## src/rtl/step_verifier_pkg.sv

```systemverilog
`timescale 1ns/1ps
package step_verifier_pkg;
  localparam int unsigned DEF_NUM_REGS  = 8;
  localparam int unsigned DEF_DATA_W    = 32;
  localparam int unsigned DEF_NUM_FORMS = 4;
  localparam int unsigned DEF_ERR_W     = 8;
  localparam int unsigned DEF_TS_W      = 32;
  localparam int unsigned DEF_LEN_W     = 4;
endpackage

```

## src/rtl/sv_reg_frame.sv

```systemverilog
`timescale 1ns/1ps
// Register-file frame rule for one form: destination carries result, rest untouched.
module sv_reg_frame #(
  parameter int unsigned NUM_REGS = 8,
  parameter int unsigned DATA_W   = 32,
  parameter int unsigned SEL_W    = 3
) (
  input  logic [NUM_REGS*DATA_W-1:0] pre_i,
  input  logic [NUM_REGS*DATA_W-1:0] post_i,
  input  logic                       has_dst_i,
  input  logic [SEL_W-1:0]           sel_i,
  input  logic [DATA_W-1:0]          result_i,
  output logic                       frame_ok_o
);
  logic [NUM_REGS-1:0] keep_ok;
  logic [DATA_W-1:0]   dst_val;
  logic                sel_hit;

  for (genvar r = 0; r < NUM_REGS; r++) begin : g_reg
    logic [DATA_W-1:0] pre_w;
    logic [DATA_W-1:0] post_w;
    logic              is_dst;
    assign pre_w      = pre_i[r*DATA_W +: DATA_W];
    assign post_w     = post_i[r*DATA_W +: DATA_W];
    assign is_dst     = has_dst_i && (sel_i == SEL_W'(r));
    assign keep_ok[r] = (post_w == pre_w) || is_dst;
  end

  // selector mux over post values, encoding order
  always_comb begin
    dst_val = '0;
    sel_hit = 1'b0;
    for (int k = 0; k < NUM_REGS; k++) begin
      if (sel_i == SEL_W'(k)) begin
        dst_val = post_i[k*DATA_W +: DATA_W];
        sel_hit = 1'b1;
      end
    end
  end

  assign frame_ok_o = (&keep_ok) && (!has_dst_i || (sel_hit && (dst_val == result_i)));
endmodule

```

## src/rtl/sv_trace_rules.sv

```systemverilog
`timescale 1ns/1ps
// Bookkeeping: sticky error flags, unit timestamp advance.
module sv_trace_rules #(
  parameter int unsigned ERR_W = 8,
  parameter int unsigned TS_W  = 32
) (
  input  logic [ERR_W-1:0] err_pre_i,
  input  logic [ERR_W-1:0] err_post_i,
  input  logic [TS_W-1:0]  ts_pre_i,
  input  logic [TS_W-1:0]  ts_post_i,
  output logic             trace_ok_o
);
  logic [ERR_W-1:0] cleared;
  logic [TS_W-1:0]  ts_next;
  logic             err_ok;
  logic             ts_ok;

  assign cleared    = err_pre_i & ~err_post_i;
  assign err_ok     = (cleared == '0);
  assign ts_next    = ts_pre_i + TS_W'(1);
  assign ts_ok      = (ts_post_i == ts_next);
  assign trace_ok_o = err_ok && ts_ok;
endmodule

```

## src/rtl/sv_once.sv

```systemverilog
`timescale 1ns/1ps
// Exactly-one detector: population count compared against one.
module sv_once #(
  parameter int unsigned N = 4,
  localparam int unsigned CW = $clog2(N + 1)
) (
  input  logic [N-1:0] bits_i,
  output logic         one_o
);
  logic [CW-1:0] cnt;

  always_comb begin
    cnt = '0;
    for (int k = 0; k < N; k++) cnt = cnt + CW'(bits_i[k]);
  end

  assign one_o = (cnt == CW'(1));
endmodule

```

## src/rtl/step_verifier.sv

```systemverilog
`timescale 1ns/1ps
module step_verifier
  import step_verifier_pkg::*;
#(
  parameter int unsigned NUM_REGS  = DEF_NUM_REGS,
  parameter int unsigned DATA_W    = DEF_DATA_W,
  parameter int unsigned NUM_FORMS = DEF_NUM_FORMS,
  parameter int unsigned ERR_W     = DEF_ERR_W,
  parameter int unsigned TS_W      = DEF_TS_W,
  parameter int unsigned LEN_W     = DEF_LEN_W,
  localparam int unsigned SEL_W    = $clog2(NUM_REGS),
  localparam int unsigned RF_W     = NUM_REGS * DATA_W
) (
  input  logic                       clk_i,
  input  logic                       rst_ni,
  input  logic [RF_W-1:0]            regs_pre_i,
  input  logic [RF_W-1:0]            regs_post_i,
  input  logic [DATA_W-1:0]          ip_pre_i,
  input  logic [DATA_W-1:0]          ip_post_i,
  input  logic [ERR_W-1:0]           err_pre_i,
  input  logic [ERR_W-1:0]           err_post_i,
  input  logic [TS_W-1:0]            ts_pre_i,
  input  logic [TS_W-1:0]            ts_post_i,
  input  logic [NUM_FORMS-1:0]       dec_ok_i,
  input  logic [NUM_FORMS-1:0]       has_dst_i,
  input  logic [NUM_FORMS*SEL_W-1:0] dst_sel_i,
  input  logic [NUM_FORMS*DATA_W-1:0] result_i,
  input  logic [NUM_FORMS*LEN_W-1:0] len_i,
  output logic [NUM_FORMS-1:0]       form_ok_o,
  output logic                       step_valid_o
);
  logic [NUM_FORMS-1:0] form_ok_d;
  logic                 trace_ok;
  logic                 one_hit;

  for (genvar f = 0; f < NUM_FORMS; f++) begin : g_form
    logic              frame_ok;
    logic              ip_ok;
    logic [DATA_W-1:0] ip_next;

    sv_reg_frame #(
      .NUM_REGS (NUM_REGS),
      .DATA_W   (DATA_W),
      .SEL_W    (SEL_W)
    ) u_frame (
      .pre_i      (regs_pre_i),
      .post_i     (regs_post_i),
      .has_dst_i  (has_dst_i[f]),
      .sel_i      (dst_sel_i[f*SEL_W +: SEL_W]),
      .result_i   (result_i[f*DATA_W +: DATA_W]),
      .frame_ok_o (frame_ok)
    );

    assign ip_next      = ip_pre_i + DATA_W'(len_i[f*LEN_W +: LEN_W]);
    assign ip_ok        = (ip_post_i == ip_next);
    assign form_ok_d[f] = dec_ok_i[f] && frame_ok && ip_ok;
  end

  sv_trace_rules #(
    .ERR_W (ERR_W),
    .TS_W  (TS_W)
  ) u_trace (
    .err_pre_i  (err_pre_i),
    .err_post_i (err_post_i),
    .ts_pre_i   (ts_pre_i),
    .ts_post_i  (ts_post_i),
    .trace_ok_o (trace_ok)
  );

  sv_once #(
    .N (NUM_FORMS)
  ) u_once (
    .bits_i (form_ok_d),
    .one_o  (one_hit)
  );

  always_ff @(posedge clk_i or negedge rst_ni) begin
    if (!rst_ni) begin
      form_ok_o    <= '0;
      step_valid_o <= 1'b0;
    end else begin
      form_ok_o    <= form_ok_d;
      step_valid_o <= one_hit && trace_ok;
    end
  end
endmodule

```

## config.mk

```make
export PLATFORM = sky130hd
export DESIGN_NAME = step_verifier
export DESIGN_NICKNAME = d
export VERILOG_FILES = /design/src/rtl/step_verifier_pkg.sv /design/src/rtl/sv_reg_frame.sv /design/src/rtl/sv_trace_rules.sv /design/src/rtl/sv_once.sv /design/src/rtl/step_verifier.sv
export SDC_FILE = /design/constraint.sdc
export NUM_CORES = 1
export LEC_CHECK = 0
export ABC_AREA = 0
export BUFFER_PORTS_ARGS = -buffer_cell sky130_fd_sc_hd__buf_4
export CORE_AREA = 2 2 324 326
export CTS_BUF_LIST = sky130_fd_sc_hd__clkbuf_8
export DETAILED_ROUTE_END_ITERATION = 7
export DIE_AREA = 0 0 326 328
export PLACE_DENSITY = 0.47
export SLEW_MARGIN = 10
export SYNTH_ARGS = -nofsm -noshare
export SYNTH_HDL_FRONTEND = slang
export SYNTH_HIERARCHICAL = 1
export SYNTH_SLANG_ARGS = --single-unit
```

## constraint.sdc

```tcl
create_clock -name clk_i -period 1 [get_ports clk_i]
set_input_delay 0.2 -clock clk_i [delete_from_list [all_inputs] [get_ports clk_i]]
set_output_delay 0.2 -clock clk_i [all_outputs]
set_load 0.005 [all_outputs]
```

==> results of run 1 <==
[flip-flops by register name, indices dropped and copies added, names as in the netlist]
name,flops
step_valid_o,1
form_ok_o,4
[worst max-delay path: cells and delay by family]
family / cells / cell delay (ps)
and+or+nand+nor: 10 / 1830
adders and majority gates: 3 / 910
buffers and inverters: 6 / 870
AOI/OAI and AO/OA: 4 / 1570
[metal layers]
metal / global-route usage (%) / vias to the layer above / wire length [um]
met5: 0 / - / 158
met4: 27.94 / 22 / 19730
met3: 10.74 / 666 / 21690
met2: 70.41 / 2341 / 109000
met1: 49.87 / 20010 / 91180
li1: - / 18380 / -
[power by group]
| group | switching [uW] | total, uW | internal [uW] |
|---|---|---|---|
| clock network | 128 | 394 | 266 |
| logic | 13700 | 26200 | 12500 |
| registers | 0 | 203 | 203 |
| total | 13800 | 26800 | 12900 |
[how the worst min path moves through the flow]
stage / start / to / slack (ps)
final: rst_ni / form_ok_o[0] / 320
after global placement: rst_ni / form_ok_o[0] / 10
after floorplan: rst_ni / form_ok_o[0] / -100
after detailed placement: rst_ni / form_ok_o[0] / 10
after global routing: rst_ni / form_ok_o[0] / 330
after CTS: rst_ni / form_ok_o[0] / 320
[what timing repair did]
item | CTS | global route
gates resized for setup | 172 | 60
buffers inserted | 24 | 4
endpoints found under the setup margin | 7 | 5
gates cloned | 7 | 2
hold endpoints to repair | 5 | 0
pin swaps | 38 | 22
hold buffers | 1 | 0
[area by class of cell]
class / count / area share [%]
multi-input cells: 3415 / 55.48
flip-flops and latches: 5 / 0.2542
diodes: 37 / 0.1844
well taps: 1380 / 3.440
clock buffers: 3 / 0.08225
clock inverters: 1 / 0.007478
inverters: 88 / 0.6630
repair buffers: 2468 / 39.89
[cells in the mapped netlist, types with 13 or more instances]
library cell / n / area (sq um)
nor4_1: 239 / 1495
a211o_1: 14 / 122.6
nand2b_1: 34 / 212.7
mux4_2: 88 / 1982
a21oi_1: 134 / 670.6
and3b_1: 16 / 140.1
a31oi_1: 18 / 112.6
nand3b_1: 19 / 142.6
nor3_1: 53 / 265.3
ha_1: 19 / 237.7
mux2_1: 16 / 180.2
o21ai_0: 114 / 570.6
and4_1: 14 / 122.6
nand3_1: 63 / 315.3
nand2_1: 187 / 701.9
mux2i_1: 166 / 1662
a221o_1: 13 / 130.1
xnor2_1: 382 / 3346
xor2_1: 890 / 7795
o211ai_1: 28 / 210.2
a32oi_1: 22 / 192.7
buf_4: 36 / 270.3
mux2_2: 57 / 641.9
o221ai_1: 24 / 210.2
a221oi_1: 19 / 166.4
buf_6: 20 / 225.2
o22ai_1: 36 / 225.2
nand4_1: 159 / 994.7
inv_1: 84 / 315.3
buf_2: 67 / 335.3
a21o_1: 18 / 135.1
clkbuf_1: 36 / 135.1
a22oi_1: 46 / 345.3
nor2b_1: 58 / 362.9
and3_1: 19 / 118.9
and2_1: 25 / 156.4
a211oi_1: 36 / 270.3
nor2_1: 140 / 525.5
[cells by family (layout without fill, tap and decap cells)]
| group | count (synthesis) | in the layout | synth area share (%) |
|---|---|---|---|
| other cells | 0 | 37 | 0 |
| xor+xnor | 1272 | 1272 | 38.96 |
| flops | 5 | 5 | 0.4376 |
| simple gates | 1110 | 1110 | 22.28 |
| compound gates | 681 | 681 | 16.85 |
| buf+inv | 255 | 2560 | 4.643 |
| fa+ha+maj | 25 | 25 | 1.216 |
| mux | 327 | 327 | 15.62 |
[per-stage QoR]
| step | hold slack (ps) | worst slack, ps | area (sq um) |
|---|---|---|---|
| 6_report | 321.5 | -4224 | 50200 |
| 3_5_place_dp | 14.37 | -5094 | 48510 |
| 4_1_cts | 319.0 | -4112 | 49730 |
| 3_3_place_gp | 14.87 | -5110 | 48510 |
| 2_1_floorplan | -95.59 | -3340 | 28720 |
| 5_1_grt | 327.2 | -4371 | 50170 |
==> impl_metrics.json, run 1 <==
{
  "grt_usage_pct": 42.99,
  "crit_path_start_kind": "input port",
  "viasPerCell": 5.599,
  "power_uw": 26780,
  "most-common-layout-cells": "2325 x buf_4, 890 x xor2_1, 379 x xnor2_1",
  "start_util_pct": 27.71,
  "netlist_instances": 3675,
  "status": "finished with violations",
  "crit_arrival_ps": 5390,
  "drc": 0,
  "post_drt_wl_per_cell_um": 32.68,
  "slowest_stage": "o32ai_1",
  "synth-seq-cells": 5,
  "grt_max_degree": 22,
  "regArea_sq_um": 127.6,
  "dpl.cell_count": 7321,
  "gp_congestion": 1.093,
  "cts_tree": "done",
  "post-route-util_pct": 48.64,
  "syn_area_per_cell_sq_um": 7.781,
  "core-area_sq_um": 103200,
  "slew_viol_final": 0,
  "drtPass1Iterations": 6,
  "setup_viol": 7,
  "max-clock-path-buffers": 2,
  "crit_type": "input port to register",
  "maxCapViolCount": 0,
  "endpoint": "step_valid_o",
  "setup_slack_ps": -4224,
  "end_kind": "register",
  "vias": 41410,
  "nets": 6827,
  "dp_hpwl_um": 211600,
  "die_h_um": 328,
  "drive_above_1_share_pct": 46.34,
  "die_w_um": 326,
  "netlist_area_sq_um": 28590,
  "cts.sinks": 5,
  "die_area_sq_um": 106900,
  "hold_class": "input port to async pin",
  "detail-route-antenna-nets": 0,
  "path_cells": "buf_4 -> inv_1 -> o32ai_1 -> nor3_1 -> a21oi_1 -> nand4_1 -> nor4_4 -> nand4_1 -> a211oi_2 -> buf_4 -> nand4_1 -> nor4_2 -> o221ai_2 -> nor4_2 -> buf_4 -> and4_1 -> inv_1 -> fa_1 -> inv_1 -> ha_2 -> ha_4 -> nor3b_2 -> and2_1",
  "fin_crit_ps": 5224,
  "cellPowerDensity_nw_per_um2": 533.5,
  "synth_edf_count": 0,
  "rows": 118,
  "wl_um": 241700,
  "ys_warn_count": 6,
  "required_ps": 1170,
  "tightestPinTransition_ps": 1057,
  "yosysSeqAreaShare_pct": 0.4376,
  "relSlewSlack_pct": 29.29,
  "cts.clk_slew.worst_paths_ps": 40,
  "cp-startpoint": "dst_sel_i[5]",
  "final_common_cell": "buf_4",
  "ir_drop_v": 0.0005284,
  "rsz0062_at_grt": "yes",
  "async_flop_share_pct": 100.0,
  "antenna_found_initial": 46,
  "first_global_vias": 40780,
  "final_cells": 7397,
  "violations": "setup timing",
  "drt_iter0_drc": 3871,
  "numCtsBuffers": 3,
  "grt_pass1_wl_um": 323400,
  "p_leak_uw": 0.02251,
  "post-route-period-util_pct": 522.3,
  "synthFlopType": "dfrtp_1",
  "gr-total-overflow": 0,
  "final_hold_viol_count": 0,
  "fillers": 10540,
  "ys_types": 97,
  "crit_fanout": 15,
  "slowest_delay_ps": 940,
  "pin_count": 827,
  "synth_fp_nets": 4521,
  "final.setup.tns_ps": -16370,
  "htree_num_levels": 1,
  "max_clock_freq_mhz": 191.4,
  "multi_input_area_sq_um": 27850,
  "cts_root_buf": "clkbuf_8",
  "syn_to_final_growth_pct": 75.55,
  "io_buffers": 826
}
No activity file was read; power rests on OpenSTA's default activity.
==> inputs of run 2 (changes only) <==
--- a/config.mk
+++ b/config.mk
@@ -6,12 +6,14 @@
 export NUM_CORES = 1
 export LEC_CHECK = 0
 export ABC_AREA = 0
-export BUFFER_PORTS_ARGS = -buffer_cell sky130_fd_sc_hd__buf_4
-export CORE_AREA = 2 2 324 326
+export BUFFER_PORTS_ARGS = -buffer_cell sky130_fd_sc_hd__buf_2
+export CELL_PAD_IN_SITES_DETAIL_PLACEMENT = 0
+export CELL_PAD_IN_SITES_GLOBAL_PLACEMENT = 1
+export CORE_AREA = 2 2 321 323
 export CTS_BUF_LIST = sky130_fd_sc_hd__clkbuf_8
 export DETAILED_ROUTE_END_ITERATION = 7
-export DIE_AREA = 0 0 326 328
-export PLACE_DENSITY = 0.47
+export DIE_AREA = 0 0 323 325
+export PLACE_DENSITY = 0.62
 export SLEW_MARGIN = 10
 export SYNTH_ARGS = -nofsm -noshare
 export SYNTH_HDL_FRONTEND = slang
==> run 2 against run 1 <==
Compared with the run above:
- the run still ends with setup timing left
- setup slack got worse by 73 ps
- first-iteration DRC count increased by 5.2%
- non-clock buffer count decreased by 105
- combinational power decreased by 3%
- core utilization decreased by 1.7 points
- flip-flop and latch count unchanged
- clock power decreased by 2%
- critical path type unchanged
- largest power group unchanged
==> impl_metrics.json, run 2 (synthesis gave the netlist of run 1 again) <==
{
  "slew_viol_final": 0,
  "tightestPinTransition_ps": 765.8,
  "rsz0062_at_grt": "yes",
  "most-common-layout-cells": "1401 x buf_4, 890 x xor2_1, 804 x buf_2",
  "regArea_sq_um": 125.1,
  "required_ps": 1170,
  "die_w_um": 323,
  "max_clock_freq_mhz": 188.8,
  "grt_usage_pct": 44.71,
  "endpoint": "step_valid_o",
  "cp-startpoint": "regs_post_i[2]",
  "crit_path_start_kind": "input port",
  "cellPowerDensity_nw_per_um2": 547.7,
  "cts.sinks": 5,
  "die_h_um": 325,
  "power_uw": 26040,
  "gp_congestion": 1.092,
  "drtPass1Iterations": 7,
  "cts.clk_slew.worst_paths_ps": 40,
  "max-clock-path-buffers": 2,
  "status": "finished with violations",
  "detail-route-antenna-nets": 0,
  "nets": 6722,
  "reg_top3": "form_ok_o x4, step_valid_o x1",
  "htree_num_levels": 1,
  "maxCapViolCount": 0,
  "syn_to_final_growth_pct": 66.30,
  "fillers": 10450,
  "top_register": "form_ok_o",
  "largest_register_ffs": 4,
  "setup_slack_ps": -4297,
  "p_leak_uw": 0.02140,
  "core-area_sq_um": 101300,
  "fin_crit_ps": 5297,
  "multi_input_area_sq_um": 27690,
  "numCtsBuffers": 3,
  "start_util_pct": 28.23,
  "first_global_vias": 40440,
  "setup_viol": 5,
  "violations": "setup timing",
  "final.setup.tns_ps": -16870,
  "grt_max_degree": 31,
  "post_drt_wl_per_cell_um": 33.76,
  "vias": 41340,
  "crit_type": "input port to register",
  "final_hold_viol_count": 0,
  "die_area_sq_um": 105000,
  "drc": 0,
  "crit_arrival_ps": 5460,
  "cts_root_buf": "clkbuf_8",
  "gr-total-overflow": 0,
  "drive_above_1_share_pct": 45.06,
  "antenna_found_initial": 53,
  "pin_count": 827,
  "rows": 117,
  "dp_hpwl_um": 215300,
  "drt_iter0_drc": 4074,
  "wl_um": 245600,
  "final_common_cell": "buf_4",
  "io_buffers": 826,
  "post-route-util_pct": 46.94,
  "cts_tree": "done",
  "end_kind": "register",
  "post-route-period-util_pct": 529.7,
  "viasPerCell": 5.682,
  "grt_pass1_wl_um": 327300,
  "ir_drop_v": 0.0006166,
  "crit_fanout": 5,
  "relSlewSlack_pct": 47.49,
  "hold_class": "input port to async pin"
}
## run 2: stage by stage
stage                     hold slack (ps)  setup WS (ps)  instances  cell area, sq um
after floorplan                    -95.59          -3340       3675             28720
after global placement              22.94          -4923       7212             46280
after detailed placement            23.93          -4883       7212             46280
after CTS                           373.1          -4316       7242             47220
after global routing                368.2          -4509       7262             47520
final                               385.4          -4297       7275             47550
## run 2: area by class of cell
cell class,instances,share of cell area (%)
Multi-Input combinational cell,3415,58.22
Clock buffer,3,0.08683
Antenna cell,32,0.1684
Sequential cell,5,0.2631
Clock inverter,1,0.007893
Timing Repair Buffer,2363,36.94
Tap cell,1368,3.599
Inverter,88,0.7078
## run 2: routing by layer
layer  vias to the layer above  track usage [%]  wire (um)
met1                     20150            54.90      96940
met3                       652            10.11      21950
met4                        34            27.87      19130
met5                         -                0        219
li1                      18170                -          -
met2                      2330            70.39     107300
## run 2: worst max-delay path: stages
cell       delay (ps)
buf_2             360
buf_4             230
xor2_1             60
nor4_1            360
nand4_1           200
nor2_1            200
buf_4             220
nand2_1           100
or4_4             500
a211oi_4          310
nand4_1           170
nor4_2            180
nand4_1           220
a2111oi_4         310
o2111ai_4         220
a2111oi_4         250
inv_1             110
fa_1              520
inv_1              50
ha_2              180
ha_4              230
nor3b_2           140
and2_1            130
## run 2: power by group
part	total (uW)	internal (uW)	switching [uW]
Combinational	25500	11400	14000
Clock	387	265	121
Sequential	203	203	0
## run 2: repair_timing
| action | in CTS | in global routing |
|---|---|---|
| pin swaps | 34 | 11 |
| gates cloned | 7 | 0 |
| hold endpoints to repair | 5 | 0 |
| gates resized for setup | 124 | 44 |
| endpoints found under the setup margin | 5 | 5 |
| hold buffers | 1 | 0 |
| buffers inserted | 22 | 1 |
## run 2: how the worst min path moves through the flow
| stage | from | to | cells past startpoint |
|---|---|---|---|
| after global placement | rst_ni | form_ok_o[0] | 1 |
| after floorplan | rst_ni | form_ok_o[0] | 0 |
| final | rst_ni | form_ok_o[1] | 2 |
| after detailed placement | rst_ni | form_ok_o[0] | 1 |
| after global routing | rst_ni | form_ok_o[1] | 2 |
| after CTS | rst_ni | form_ok_o[1] | 2 |
